## src/rtl/segmem_pkg.sv

```systemverilog
package segmem_pkg;
   localparam logic [7:0] DEV_DATA_WR = 8'hA0;
   localparam logic [7:0] DEV_DATA_RD = 8'hA1;
   localparam logic [7:0] DEV_SEG_WR  = 8'h60;
   localparam logic [7:0] DEV_CFG_WR  = 8'h62;
   localparam logic [7:0] DEV_CFG_RD  = 8'h63;

   localparam int CFG_WEN_BIT  = 0;
   localparam int CFG_BANK_BIT = 1;
   localparam int CFG_PIN_BIT  = 2;

   typedef enum logic [1:0] {
      SRC_NONE = 2'd0,
      SRC_MEM  = 2'd1,
      SRC_CFG  = 2'd2
   } rd_src_e;
endpackage

```

## src/rtl/segmem_cfg.sv

```systemverilog
module segmem_cfg
   import segmem_pkg::*;
#(
   parameter int DATA_W = 8
) (
   input  logic              clk,
   input  logic              rst_n,
   input  logic              wr,
   input  logic [DATA_W-1:0] wdata,
   input  logic              pin,
   output logic [DATA_W-1:0] cfg,
   output logic              wr_en,
   output logic              bank
);
   generate
      if (DATA_W < 3) begin : g_bad_width
         $error("segmem_cfg: DATA_W must hold three control bits");
      end
   endgenerate

   logic [DATA_W-1:0] cfg_q;

   always_ff @(posedge clk or negedge rst_n) begin
      if (!rst_n)  cfg_q <= '0;
      else if (wr) cfg_q <= wdata;
   end

   always_comb begin
      cfg   = cfg_q;
      wr_en = cfg_q[CFG_WEN_BIT];
      bank  = cfg_q[CFG_PIN_BIT] ? (cfg_q[CFG_BANK_BIT] ^ pin) : cfg_q[CFG_BANK_BIT];
   end

   // the register only changes on a write strobe
   a_r4_cfg_hold : assert property (@(posedge clk) disable iff (!rst_n)
      !wr |=> $stable(cfg_q));
endmodule

```

## src/rtl/segmem_arb.sv

```systemverilog
module segmem_arb #(
   parameter bit ROUND_ROBIN = 1'b1
) (
   input  logic       clk,
   input  logic       rst_n,
   input  logic [1:0] mreq,
   output logic [1:0] gnt
);
   generate
      if (ROUND_ROBIN) begin : g_rr
         logic last_q;
         always_ff @(posedge clk or negedge rst_n) begin
            if (!rst_n)    last_q <= 1'b1;
            else if (|gnt) last_q <= gnt[1];
         end
         always_comb begin
            if (&mreq) gnt = last_q ? 2'b01 : 2'b10;
            else       gnt = mreq;
         end
      end else begin : g_fixed
         always_comb begin
            if (&mreq) gnt = 2'b01;
            else       gnt = mreq;
         end
      end
   endgenerate

   a_r9_one_grant : assert property (@(posedge clk) disable iff (!rst_n)
      $onehot0(gnt));
   a_r9_grant_needs_req : assert property (@(posedge clk) disable iff (!rst_n)
      (gnt & ~mreq) == 2'b00);
   a_r9_no_idle_slot : assert property (@(posedge clk) disable iff (!rst_n)
      (|mreq) |-> (|gnt));
endmodule

```

## src/rtl/segmem_port.sv

```systemverilog
module segmem_port
   import segmem_pkg::*;
#(
   parameter int OFS_W   = 8,
   parameter int SEG_W   = 2,
   parameter int DATA_W  = 8,
   parameter bit HAS_CFG = 1'b0
) (
   input  logic              clk,
   input  logic              rst_n,
   input  logic              req,
   input  logic [7:0]        dev,
   input  logic [SEG_W-1:0]  seg_val,
   input  logic              ofs_ld,
   input  logic [OFS_W-1:0]  ofs_val,
   input  logic              xfer_end,
   input  logic              wr_allow,
   input  logic              grant,
   input  logic [DATA_W-1:0] mem_rdata,
   input  logic [DATA_W-1:0] cfg_rdata,
   output logic              mreq,
   output logic              mwe,
   output logic              cfg_wr,
   output logic              ack,
   output logic [DATA_W-1:0] rdata,
   output logic [SEG_W-1:0]  seg,
   output logic [OFS_W-1:0]  ofs
);
   logic             ack_q;
   rd_src_e          src_q;
   rd_src_e          src_d;
   logic [SEG_W-1:0] seg_q;
   logic [OFS_W-1:0] ofs_q;
   logic acc, is_rd, is_wr, is_seg, is_cwr, is_crd, mem_op, done;

   generate
      if (HAS_CFG) begin : g_cfg
         assign is_cwr = (dev == DEV_CFG_WR);
         assign is_crd = (dev == DEV_CFG_RD);
      end else begin : g_nocfg
         assign is_cwr = 1'b0;
         assign is_crd = 1'b0;
      end
   endgenerate

   always_comb begin
      acc    = req & ~ack_q;
      is_rd  = (dev == DEV_DATA_RD);
      is_wr  = (dev == DEV_DATA_WR);
      is_seg = (dev == DEV_SEG_WR);
      mem_op = acc & (is_rd | (is_wr & wr_allow));
      done   = (mem_op & grant) | (acc & ~mem_op);
      mreq   = mem_op;
      mwe    = is_wr;
      cfg_wr = done & is_cwr;
      if (!done)      src_d = SRC_NONE;
      else if (is_rd) src_d = SRC_MEM;
      else if (is_crd) src_d = SRC_CFG;
      else            src_d = SRC_NONE;
   end

   always_ff @(posedge clk or negedge rst_n) begin
      if (!rst_n) begin
         ack_q <= 1'b0;
         src_q <= SRC_NONE;
         seg_q <= '0;
         ofs_q <= '0;
      end else begin
         ack_q <= done;
         src_q <= src_d;
         if (xfer_end)            seg_q <= '0;
         else if (done & is_seg)  seg_q <= seg_val;
         if (ofs_ld)                       ofs_q <= ofs_val;
         else if (done & (is_rd | is_wr))  ofs_q <= ofs_q + 1'b1;
      end
   end

   always_comb begin
      ack = ack_q;
      seg = seg_q;
      ofs = ofs_q;
      case (src_q)
         SRC_MEM: rdata = mem_rdata;
         SRC_CFG: rdata = cfg_rdata;
         default: rdata = '0;
      endcase
   end

   a_r10_ack_pulse : assert property (@(posedge clk) disable iff (!rst_n)
      ack_q |=> !ack_q);
   a_r5_seg_clear : assert property (@(posedge clk) disable iff (!rst_n)
      xfer_end |=> (seg_q == '0));
   a_r7_ofs_step : assert property (@(posedge clk) disable iff (!rst_n)
      (done && (is_rd || is_wr) && !ofs_ld) |=> (ofs_q == $past(ofs_q) + 1'b1));
   a_r10_quiet_rdata : assert property (@(posedge clk) disable iff (!rst_n)
      !ack_q |-> (rdata == '0));
endmodule

```

## src/rtl/segmem_access_ctrl.sv

```systemverilog
module segmem_access_ctrl
   import segmem_pkg::*;
#(
   parameter int OFS_W       = 8,
   parameter int DSEG_W      = 2,
   parameter int DATA_W      = 8,
   parameter bit ROUND_ROBIN = 1'b1,
   localparam int HSEG_W     = DSEG_W - 1,
   localparam int ADDR_W     = OFS_W + DSEG_W
) (
   input  logic              clk,
   input  logic              rst_n,
   input  logic              bank_sel_i,
   input  logic              dsp_req,
   input  logic [7:0]        dsp_dev,
   input  logic [DATA_W-1:0] dsp_wdata,
   input  logic              dsp_ofs_ld,
   input  logic [OFS_W-1:0]  dsp_ofs,
   input  logic              dsp_end,
   output logic              dsp_ack,
   output logic [DATA_W-1:0] dsp_rdata,
   input  logic              hst_req,
   input  logic [7:0]        hst_dev,
   input  logic [DATA_W-1:0] hst_wdata,
   input  logic              hst_ofs_ld,
   input  logic [OFS_W-1:0]  hst_ofs,
   input  logic              hst_end,
   output logic              hst_ack,
   output logic [DATA_W-1:0] hst_rdata,
   output logic              mem_en,
   output logic              mem_we,
   output logic [ADDR_W-1:0] mem_addr,
   output logic [DATA_W-1:0] mem_wdata,
   input  logic [DATA_W-1:0] mem_rdata
);
   generate
      if (DSEG_W < 2) begin : g_bad_seg
         $error("segmem_access_ctrl: DSEG_W must be at least 2");
      end
      if (DSEG_W > DATA_W) begin : g_bad_data
         $error("segmem_access_ctrl: segment value wider than data byte");
      end
   endgenerate

   logic [1:0]        mreq, gnt;
   logic              dsp_mwe, hst_mwe, dsp_cfg_wr, hst_cfg_wr;
   logic [DSEG_W-1:0] dsp_seg;
   logic [HSEG_W-1:0] hst_seg;
   logic [OFS_W-1:0]  dsp_ofs_q, hst_ofs_q;
   logic [DATA_W-1:0] cfg;
   logic              cfg_wen, bank, cfg_wr;
   logic [DATA_W-1:0] cfg_wdata;

   assign cfg_wr    = dsp_cfg_wr | hst_cfg_wr;
   assign cfg_wdata = hst_cfg_wr ? hst_wdata : dsp_wdata;

   segmem_cfg #(.DATA_W(DATA_W)) u_cfg (
      .clk(clk), .rst_n(rst_n), .wr(cfg_wr), .wdata(cfg_wdata),
      .pin(bank_sel_i), .cfg(cfg), .wr_en(cfg_wen), .bank(bank)
   );

   segmem_port #(.OFS_W(OFS_W), .SEG_W(DSEG_W), .DATA_W(DATA_W), .HAS_CFG(1'b0)) u_dsp (
      .clk(clk), .rst_n(rst_n), .req(dsp_req), .dev(dsp_dev),
      .seg_val(dsp_wdata[DSEG_W-1:0]), .ofs_ld(dsp_ofs_ld), .ofs_val(dsp_ofs),
      .xfer_end(dsp_end), .wr_allow(1'b1), .grant(gnt[0]),
      .mem_rdata(mem_rdata), .cfg_rdata(cfg),
      .mreq(mreq[0]), .mwe(dsp_mwe), .cfg_wr(dsp_cfg_wr),
      .ack(dsp_ack), .rdata(dsp_rdata), .seg(dsp_seg), .ofs(dsp_ofs_q)
   );

   segmem_port #(.OFS_W(OFS_W), .SEG_W(HSEG_W), .DATA_W(DATA_W), .HAS_CFG(1'b1)) u_hst (
      .clk(clk), .rst_n(rst_n), .req(hst_req), .dev(hst_dev),
      .seg_val(hst_wdata[HSEG_W-1:0]), .ofs_ld(hst_ofs_ld), .ofs_val(hst_ofs),
      .xfer_end(hst_end), .wr_allow(cfg_wen), .grant(gnt[1]),
      .mem_rdata(mem_rdata), .cfg_rdata(cfg),
      .mreq(mreq[1]), .mwe(hst_mwe), .cfg_wr(hst_cfg_wr),
      .ack(hst_ack), .rdata(hst_rdata), .seg(hst_seg), .ofs(hst_ofs_q)
   );

   segmem_arb #(.ROUND_ROBIN(ROUND_ROBIN)) u_arb (
      .clk(clk), .rst_n(rst_n), .mreq(mreq), .gnt(gnt)
   );

   always_comb begin
      mem_en = |gnt;
      if (gnt[1]) begin
         mem_we    = hst_mwe;
         mem_addr  = {bank, hst_seg, hst_ofs_q};
         mem_wdata = hst_wdata;
      end else begin
         mem_we    = gnt[0] & dsp_mwe;
         mem_addr  = {dsp_seg, dsp_ofs_q};
         mem_wdata = dsp_wdata;
      end
   end

   // a host-side store never reaches memory while writes are disabled
   a_r6_host_write_gate : assert property (@(posedge clk) disable iff (!rst_n)
      (gnt[1] && mem_we) |-> cfg[CFG_WEN_BIT]);
   // a port is granted only when the other is not in the same cycle
   a_r9_exclusive : assert property (@(posedge clk) disable iff (!rst_n)
      (dsp_ack && hst_ack) |-> !($past(mreq[0] & gnt[0]) && $past(mreq[1] & gnt[1])));
endmodule

```

## config.mk

```make
export PLATFORM = sky130hd
export DESIGN_NAME = segmem_access_ctrl
export DESIGN_NICKNAME = d
export VERILOG_FILES = /design/src/rtl/segmem_pkg.sv /design/src/rtl/segmem_cfg.sv /design/src/rtl/segmem_arb.sv /design/src/rtl/segmem_port.sv /design/src/rtl/segmem_access_ctrl.sv
export SDC_FILE = /design/constraint.sdc
export NUM_CORES = 1
export LEC_CHECK = 0
export BUFFER_PORTS_ARGS = -buffer_cell sky130_fd_sc_hd__buf_2
export CAP_MARGIN = 15
export CORE_AREA = 8 8 77 79
export DETAILED_ROUTE_END_ITERATION = 12
export DIE_AREA = 0 0 85 87
export PLACE_DENSITY = 0.83
export SYNTH_ARGS = -nofsm -noshare
export SYNTH_HDL_FRONTEND = slang
export SYNTH_SLANG_ARGS = --single-unit
```

## constraint.sdc

```tcl
create_clock -name clk -period 5.58 [get_ports clk]
set_clock_uncertainty 0.15 [all_clocks]
set_input_delay 0.279 -clock clk [delete_from_list [all_inputs] [get_ports clk]]
set_output_delay 0.279 -clock clk [all_outputs]
set_load 0.02 [all_outputs]
```

==> results of run 1 <==
[repair_timing]
action                     in CTS  in global routing
hold endpoints to repair       33                  0
hold buffers                    2                  0
setup endpoints to repair       0                  0
gates resized for setup         0                  0
[synth_stat cells (2+ instances only)]
cell      instances
nor4_4            2
and4_1            3
or3_1             2
dfrtp_1          32
mux2i_1           3
mux2_4           10
nor3_1            4
mux2_2           16
and3_1            6
nand3b_1          2
nand2_1           8
nor2_1           26
and2_1           10
nand4_1           6
o21ai_0           5
or4_1            13
a22oi_1           9
o21a_1            2
nor3b_1           3
a31oi_1          14
o31ai_1          10
nor2b_1           5
nand3_1          11
o211ai_1          2
ha_1              4
inv_1             6
and3b_1           2
clkbuf_1          7
[registers in the layout, indices dropped and copies added (netlist names)]
register / count
u_dsp.seg: 2
u_dsp.src_q: 1
u_dsp.ack: 1
u_hst.src_q: 2
u_dsp.ofs: 8
u_hst.ofs: 8
u_cfg.cfg: 8
u_arb.g_rr.last_q: 1
u_hst.ack: 1
u_hst.seg: 1
[metrics by stage]
stage / area (sq um) / utilization [%]
floorplan: 2310 / -
finish: 2960 / 61.1
detailed placement: 2840 / 58.6
CTS: 2960 / 61.1
global placement: 2840 / 58.6
global route: 2960 / 61.1
[cell type report]
cell class,count,area (sq um),area share [%]
clock inverter,1,5.00,0.169
sequential,33,827,27.9
timing repair buffer,104,531,17.9
tap,56,70.1,2.37
inverter,6,22.5,0.760
multi-input combinational,189,1410,47.6
clock buffer,7,96.3,3.25
[cell families (layout without fill, tap and decap cells)]
| group | count (synthesis) | after routing | synth area share [%] |
|---|---|---|---|
| AOI/OAI and AO/OA | 44 | 44 | 13.0 |
| xor gates and xnor gates | 1 | 1 | 0.379 |
| adders and majority gates | 4 | 4 | 2.16 |
| buffers and inverters | 17 | 118 | 3.30 |
| DFF | 33 | 33 | 35.7 |
| muxes | 29 | 29 | 15.6 |
| and+or+nand+nor | 111 | 111 | 29.8 |
[power by group]
part           internal, uW  switching [uW]  total [uW]
clock                   111            87.7         199
sequential              254            18.4         272
combinational          53.4            59.9         113
total                   419             166         585
[metal layers]
layer	GRT usage (%)	vias to the layer above
met4	6.31	0
met3	7.26	12
met1	19.2	1094
li1	-	1113
met5	0	-
met2	33.3	104
[path summary, 6_finish.rpt]
check	startpoint	endpoint	slack, ns	cells after the start
setup / recovery	u_hst.ack	mem_addr[4]	2.89	5
hold / removal	dsp_end	u_dsp.seg[1]	0.006	2
setup reg to reg	u_hst.ack	u_dsp.ofs[1]	3.49	4
hold reg to reg	u_cfg.cfg[3]	u_cfg.cfg[3]	0.36	1
max in group asynchronous	rst_n	u_dsp.seg[0]	4.36	2
min in group asynchronous	rst_n	u_hst.ofs[3]	0.44	2
[critical path, stage by stage (launching register included)]
cell and delay (ns):
dfrtp_1 0.41, nand2b_1 0.27, nor4_4 0.47, nand2_4 0.29
mux2_4 0.38, buf_2 0.16
==> results.sh, run 1 <==
export IMPL_run_status="finished clean"
export IMPL_yosysWarningCount=0
export IMPL_async_flop_share_pct=100
export IMPL_most_common_layout_cells="buf_2 (102), dfrtp_1 (32), nor2_1 (26)"
export IMPL_antenna_cells_inserted=0
export IMPL_worstHoldPathType="input pin to flip-flop"
export IMPL_syn_inst=239
export IMPL_synth_yosys_seq_area_share_pct=35.7
export IMPL_dpl_cell_count=386
export IMPL_timing_setup_critical_path_class="flip-flop to output port"
export IMPL_met2_wirelength_um=3430
export IMPL_dp_hpwl_um=5450
export IMPL_synthesis_area_per_instance_sq_um=9.68
export IMPL_synth_largest_type_area_fraction_pct=34.6
export IMPL_finalHoldWorstSlack_ns=0.00568
export IMPL_max_slew_worst_pin_slew_ns=0.804
export IMPL_total_wire_length_after_detailed_routing_um=6900
export IMPL_cap_viol_max_count=0
export IMPL_setup_ws_ns=2.89
export IMPL_drc=0
export IMPL_setup_repair_after_global_routing_missed_its_margin="no"
export IMPL_grt_start_max_net_pins=34
export IMPL_total_power_divided_by_cell_area_nw_per_um2=197
export IMPL_route_detailed_vias_per_inst=5.87
export IMPL_die_h_um=87
export IMPL_yosys_cell_types_count=44
export IMPL_clock_insertion_delay_worst_skew_ns=0.28
export IMPL_final_hold_violation_count=0
export IMPL_via_count_of_the_first_global_routing_pass=2419
export IMPL_floorplan_die_area_sq_um=7400
export IMPL_grt_use_total_pct=18.5
export IMPL_drive_above_1_share_pct=42.1
export IMPL_max_clock_path_buffers=2
export IMPL_initial_utilization_pct=47.7
export IMPL_cellLeakagePower_uw=0.00143
export IMPL_die_width_um=85
export IMPL_io_pins=103
export IMPL_worst_ep_required_time_ns=5.15
export IMPL_most_common_library_cell_in_the_layout_ignoring_fill_and_taps="buf_2"
export IMPL_pre_cts_ws_ns=2.99
export IMPL_synth_top_cells_by_area="dfrtp_1 (35%), mux2_2 (7.8%), mux2_4 (6.5%)"
export IMPL_ys_dominant_reg_cell="dfrtp_1"
export IMPL_type_of_element_launching_the_critical_path="flip-flop"
export IMPL_fp_coreArea_sq_um=4850
export IMPL_cts_tree="built"
export IMPL_drt_initial_drc_count=91
export IMPL_synthesis_nets=308
export IMPL_num_vias=2323
export IMPL_root_buffer="clkbuf_8"
export IMPL_first_pass_iters=4
export IMPL_tritoncts_num_buffers=5
export IMPL_timing_setup_tns_ns=0
export IMPL_route_met3_wl_um=652
export IMPL_clkTransAtPathRegs_ns=0.07
export IMPL_top_layer="met4"
export IMPL_path_max_fanout=18
export IMPL_htreeDepth=2
export IMPL_wire_length_of_the_first_global_routing_pass_um=11000
export IMPL_syn_to_final_growth_pct=28.0
export IMPL_syn_cell_area_sq_um=2310
export IMPL_max_vdd_ir_drop_v=0.000104
export IMPL_fp_row_count=26
export IMPL_slew_viol_final=0
export IMPL_synth_enable_flop_cells=0
export IMPL_drtAntennaViolNets=0
export IMPL_gp_routability_congestion=0.870
export IMPL_worst_slew_margin_rel_pct=46.0
export IMPL_yosys_area_top_type="dfrtp_1"
export IMPL_gr_total_overflow=0
export IMPL_met1Wirelength_um=2690
export IMPL_final_cell_count_no_fill=396
export IMPL_num_fill_cells=414
export IMPL_antenna_found_initial=0
export IMPL_io_buffers=102
export IMPL_critPathArrivalTime_ns=2.27
export IMPL_layout_worst_path_cycle_share_pct=48.3
export IMPL_post_cts_setup_buffers=0
export IMPL_finish_net_count=408
export IMPL_cts_sink_count=33
export IMPL_min_period_ns=2.69
export IMPL_synth_seq_cells=33
export IMPL_worstSetupEndpointType="output port"
export IMPL_fin_total_pwr_uw=585
export IMPL_avgRoutedWirePerCell_um=17.4
export IMPL_finalSetupViolations=0
export IMPL_timing_fmax_ghz=0.371
Power figures use the tool's default switching activity.
==> run 2: changes to the inputs <==
ABC_AREA = 1   (was not set)
CORE_AREA = 8 8 84 86   (was 8 8 77 79)
DIE_AREA = 0 0 92 94   (was 0 0 85 87)
PLACE_DENSITY = 0.76   (was 0.83)
clock period = 2.3 ns   (was 5.58 ns; I/O delays follow)
==> run 2 against run 1 <==
  * Setup slack got worse by 2.7 ns
  * Global-route usage shrank 1.9 points
  * Area after synthesis rose by 5.7%
  * Sequential power rose to 2.5 times the previous value
  * Design area up 15%
  * Power grew to 2.7 times the previous value
  * Via count up 17%
  * First-iteration DRC count grew 7.7%
  * Final cell count grew 44%
  * Critical path type is now input pin to flip-flop
==> results.sh, run 2 <==
export IMPL_run_status="finished clean"
export IMPL_antenna_found_initial=0
export IMPL_holdPathStages=5
export IMPL_synthesis_area_per_instance_sq_um=6.63
export IMPL_finalSetupViolations=0
export IMPL_io_pins=103
export IMPL_total_power_divided_by_cell_area_nw_per_um2=465
export IMPL_timing_setup_tns_ns=0
export IMPL_synthesis_nets=438
export IMPL_max_clock_path_buffers=2
export IMPL_async_flop_share_pct=100
export IMPL_slew_viol_final=0
export IMPL_total_wire_length_after_detailed_routing_um=7140
export IMPL_cts_sink_count=33
export IMPL_io_buffers=102
export IMPL_yosysWarningCount=0
export IMPL_die_h_um=94
export IMPL_fin_util_pct=59.1
export IMPL_worstSetupEndpointType="flip-flop"
export IMPL_worstHoldPathType="input pin to flip-flop"
export IMPL_ys_dominant_reg_cell="dfrtp_1"
export IMPL_most_common_layout_cells="nand2_1 (128), buf_2 (102), inv_1 (53)"
export IMPL_route_detailed_vias_per_inst=4.77
export IMPL_layout_worst_path_cycle_share_pct=91.8
export IMPL_worst_ep_required_time_ns=2.38
export IMPL_antenna_cells_inserted=0
export IMPL_post_synth_top_count_cell="nand2_1"
export IMPL_final_cell_count_no_fill=571
export IMPL_path_max_fanout=19
export IMPL_dpl_cell_count=535
export IMPL_type_of_element_launching_the_critical_path="input pin"
export IMPL_clock_insertion_delay_worst_skew_ns=0.29
export IMPL_syn_to_final_growth_pct=38.9
export IMPL_max_slew_worst_pin_slew_ns=0.719
export IMPL_yosys_cell_types_count=34
export IMPL_most_common_library_cell_in_the_layout_ignoring_fill_and_taps="nand2_1"
export IMPL_timing_setup_critical_path_class="input pin to flip-flop"
export IMPL_floorplan_die_area_sq_um=8650
export IMPL_finish_net_count=564
export IMPL_max_vdd_ir_drop_v=0.000276
export IMPL_yosys_area_top_type="dfrtp_1"
export IMPL_setup_repair_after_global_routing_missed_its_margin="no"
export IMPL_first_pass_iters=4
export IMPL_syn_cell_area_sq_um=2450
export IMPL_drtAntennaViolNets=0
export IMPL_drc=0
export IMPL_grt_start_max_net_pins=34
export IMPL_synth_seq_cells=33
export IMPL_tritoncts_num_buffers=5
export IMPL_cap_viol_max_count=0
export IMPL_synth_yosys_seq_area_share_pct=33.8
export IMPL_cellLeakagePower_uw=0.00193
export IMPL_synth_largest_type_area_fraction_pct=32.7
export IMPL_synth_enable_flop_cells=0
export IMPL_post_dp_cell_area_sq_um=3000
export IMPL_dp_hpwl_um=5520
export IMPL_fp_coreArea_sq_um=5750
export IMPL_worstRegToRegCells=8
export IMPL_htreeDepth=2
export IMPL_worst_slew_margin_rel_pct=52.1
export IMPL_num_vias=2724
export IMPL_min_period_ns=2.11
export IMPL_syn_inst=369
export IMPL_via_count_of_the_first_global_routing_pass=2668
export IMPL_fin_total_pwr_uw=1580
export IMPL_synth_top_cells_by_area="dfrtp_1 (33%), nand2_1 (20%), inv_1 (8.1%)"
export IMPL_grt_use_total_pct=16.7
export IMPL_cts_tree="built"
export IMPL_die_width_um=92
export IMPL_wire_length_of_the_first_global_routing_pass_um=11900
export IMPL_initial_utilization_pct=42.6
export IMPL_num_fill_cells=532
export IMPL_avgRoutedWirePerCell_um=12.5
export IMPL_root_buffer="clkbuf_8"
export IMPL_drive_above_1_share_pct=29.8
export IMPL_gp_routability_congestion=0.867
export IMPL_fp_row_count=28
export IMPL_final_hold_violation_count=0
export IMPL_gr_total_overflow=0
export IMPL_timing_fmax_ghz=0.474
export IMPL_clkTransAtPathRegs_ns=0.07
export IMPL_drt_initial_drc_count=98
export IMPL_critPathArrivalTime_ns=2.19
export IMPL_fin_area_sq_um=3400
export IMPL_post_synth_most_frequent_cells="nand2_1 (128), inv_1 (53), dfrtp_1 (32), nand3_1 (29), o21ai_0 (19)"
[run 2: kinds of logic after synthesis]
| kind of cell | after synthesis | share of synthesized area (%) |
|---|---|---|
| compound gates | 50 | 12.5 |
| xor+xnor | 8 | 2.86 |
| fa+ha+maj | 4 | 2.05 |
| buf+inv | 72 | 11.9 |
| flops | 33 | 33.8 |
| simple gates | 202 | 36.8 |
[run 2: final timing paths]
check	slack, ns	end	startpoint
hold / removal	0.004	u_dsp.seg[0]	dsp_wdata[0]
setup / recovery	0.19	u_hst.seg	hst_dev[0]
hold reg to reg	0.33	u_cfg.cfg[6]	u_cfg.cfg[6]
setup reg to reg	0.23	u_hst.seg	u_hst.ack
max in group asynchronous	1.26	u_cfg.cfg[2]	rst_n
min in group asynchronous	0.27	u_dsp.ofs[7]	rst_n
[run 2: worst max-delay path: stages]
cell,delay [ns]
dlygate4sd3_1,0.52
buf_2,0.14
nand2_1,0.07
nor2_2,0.11
nand2_2,0.07
nand2_2,0.09
nand3_2,0.09
buf_6,0.17
nand2_8,0.09
nand4_1,0.08
dlygate4sd3_1,0.57
nand2_1,0.07
[run 2: layer usage]
| metal | vias to the layer above | track usage, % | part of all wire (%) |
|---|---|---|---|
| li1 | 1403 | - | - |
| met1 | 1210 | 18.3 | 42 |
| met2 | 104 | 29.5 | 48 |
| met3 | 7 | 6.24 | 9.4 |
| met4 | 0 | 4.43 | 0.91 |
| met5 | - | 0 | 0 |
[run 2: what timing repair did]
action	CTS	global route
hold buffers	28	1
setup endpoints to repair	0	3
hold endpoints to repair	57	1
buffers inserted	0	0
gates resized for setup	0	5
[run 2: report_power, final]
part	switching (uW)	leakage (uW)	total (uW)	internal, uW
logic	230	0.00145	408	178
registers	60.6	0.000428	692	631
clock network	209	0.0000542	479	270
total	500	0.00193	1580	1080
[run 2: cell type report]
cell class	count	area (sq um)	share of cell area [%]
clock buffer	7	96.3	2.84
clock inverter	1	5.00	0.147
inverter	59	221	6.52
multi-input combinational	264	1340	39.6
sequential	33	827	24.3
tap	75	93.8	2.76
timing repair buffer	132	810	23.8
[run 2: stage by stage]
stage | hold slack (ns) | setup slack, ns
after global routing | 0.0353 | 0.0469
after floorplan | -0.331 | 0.364
final | 0.00402 | 0.188
after CTS | 0.00118 | 0.0881
after detailed placement | 0.0681 | 0.475
after global placement | 0.0633 | 0.530
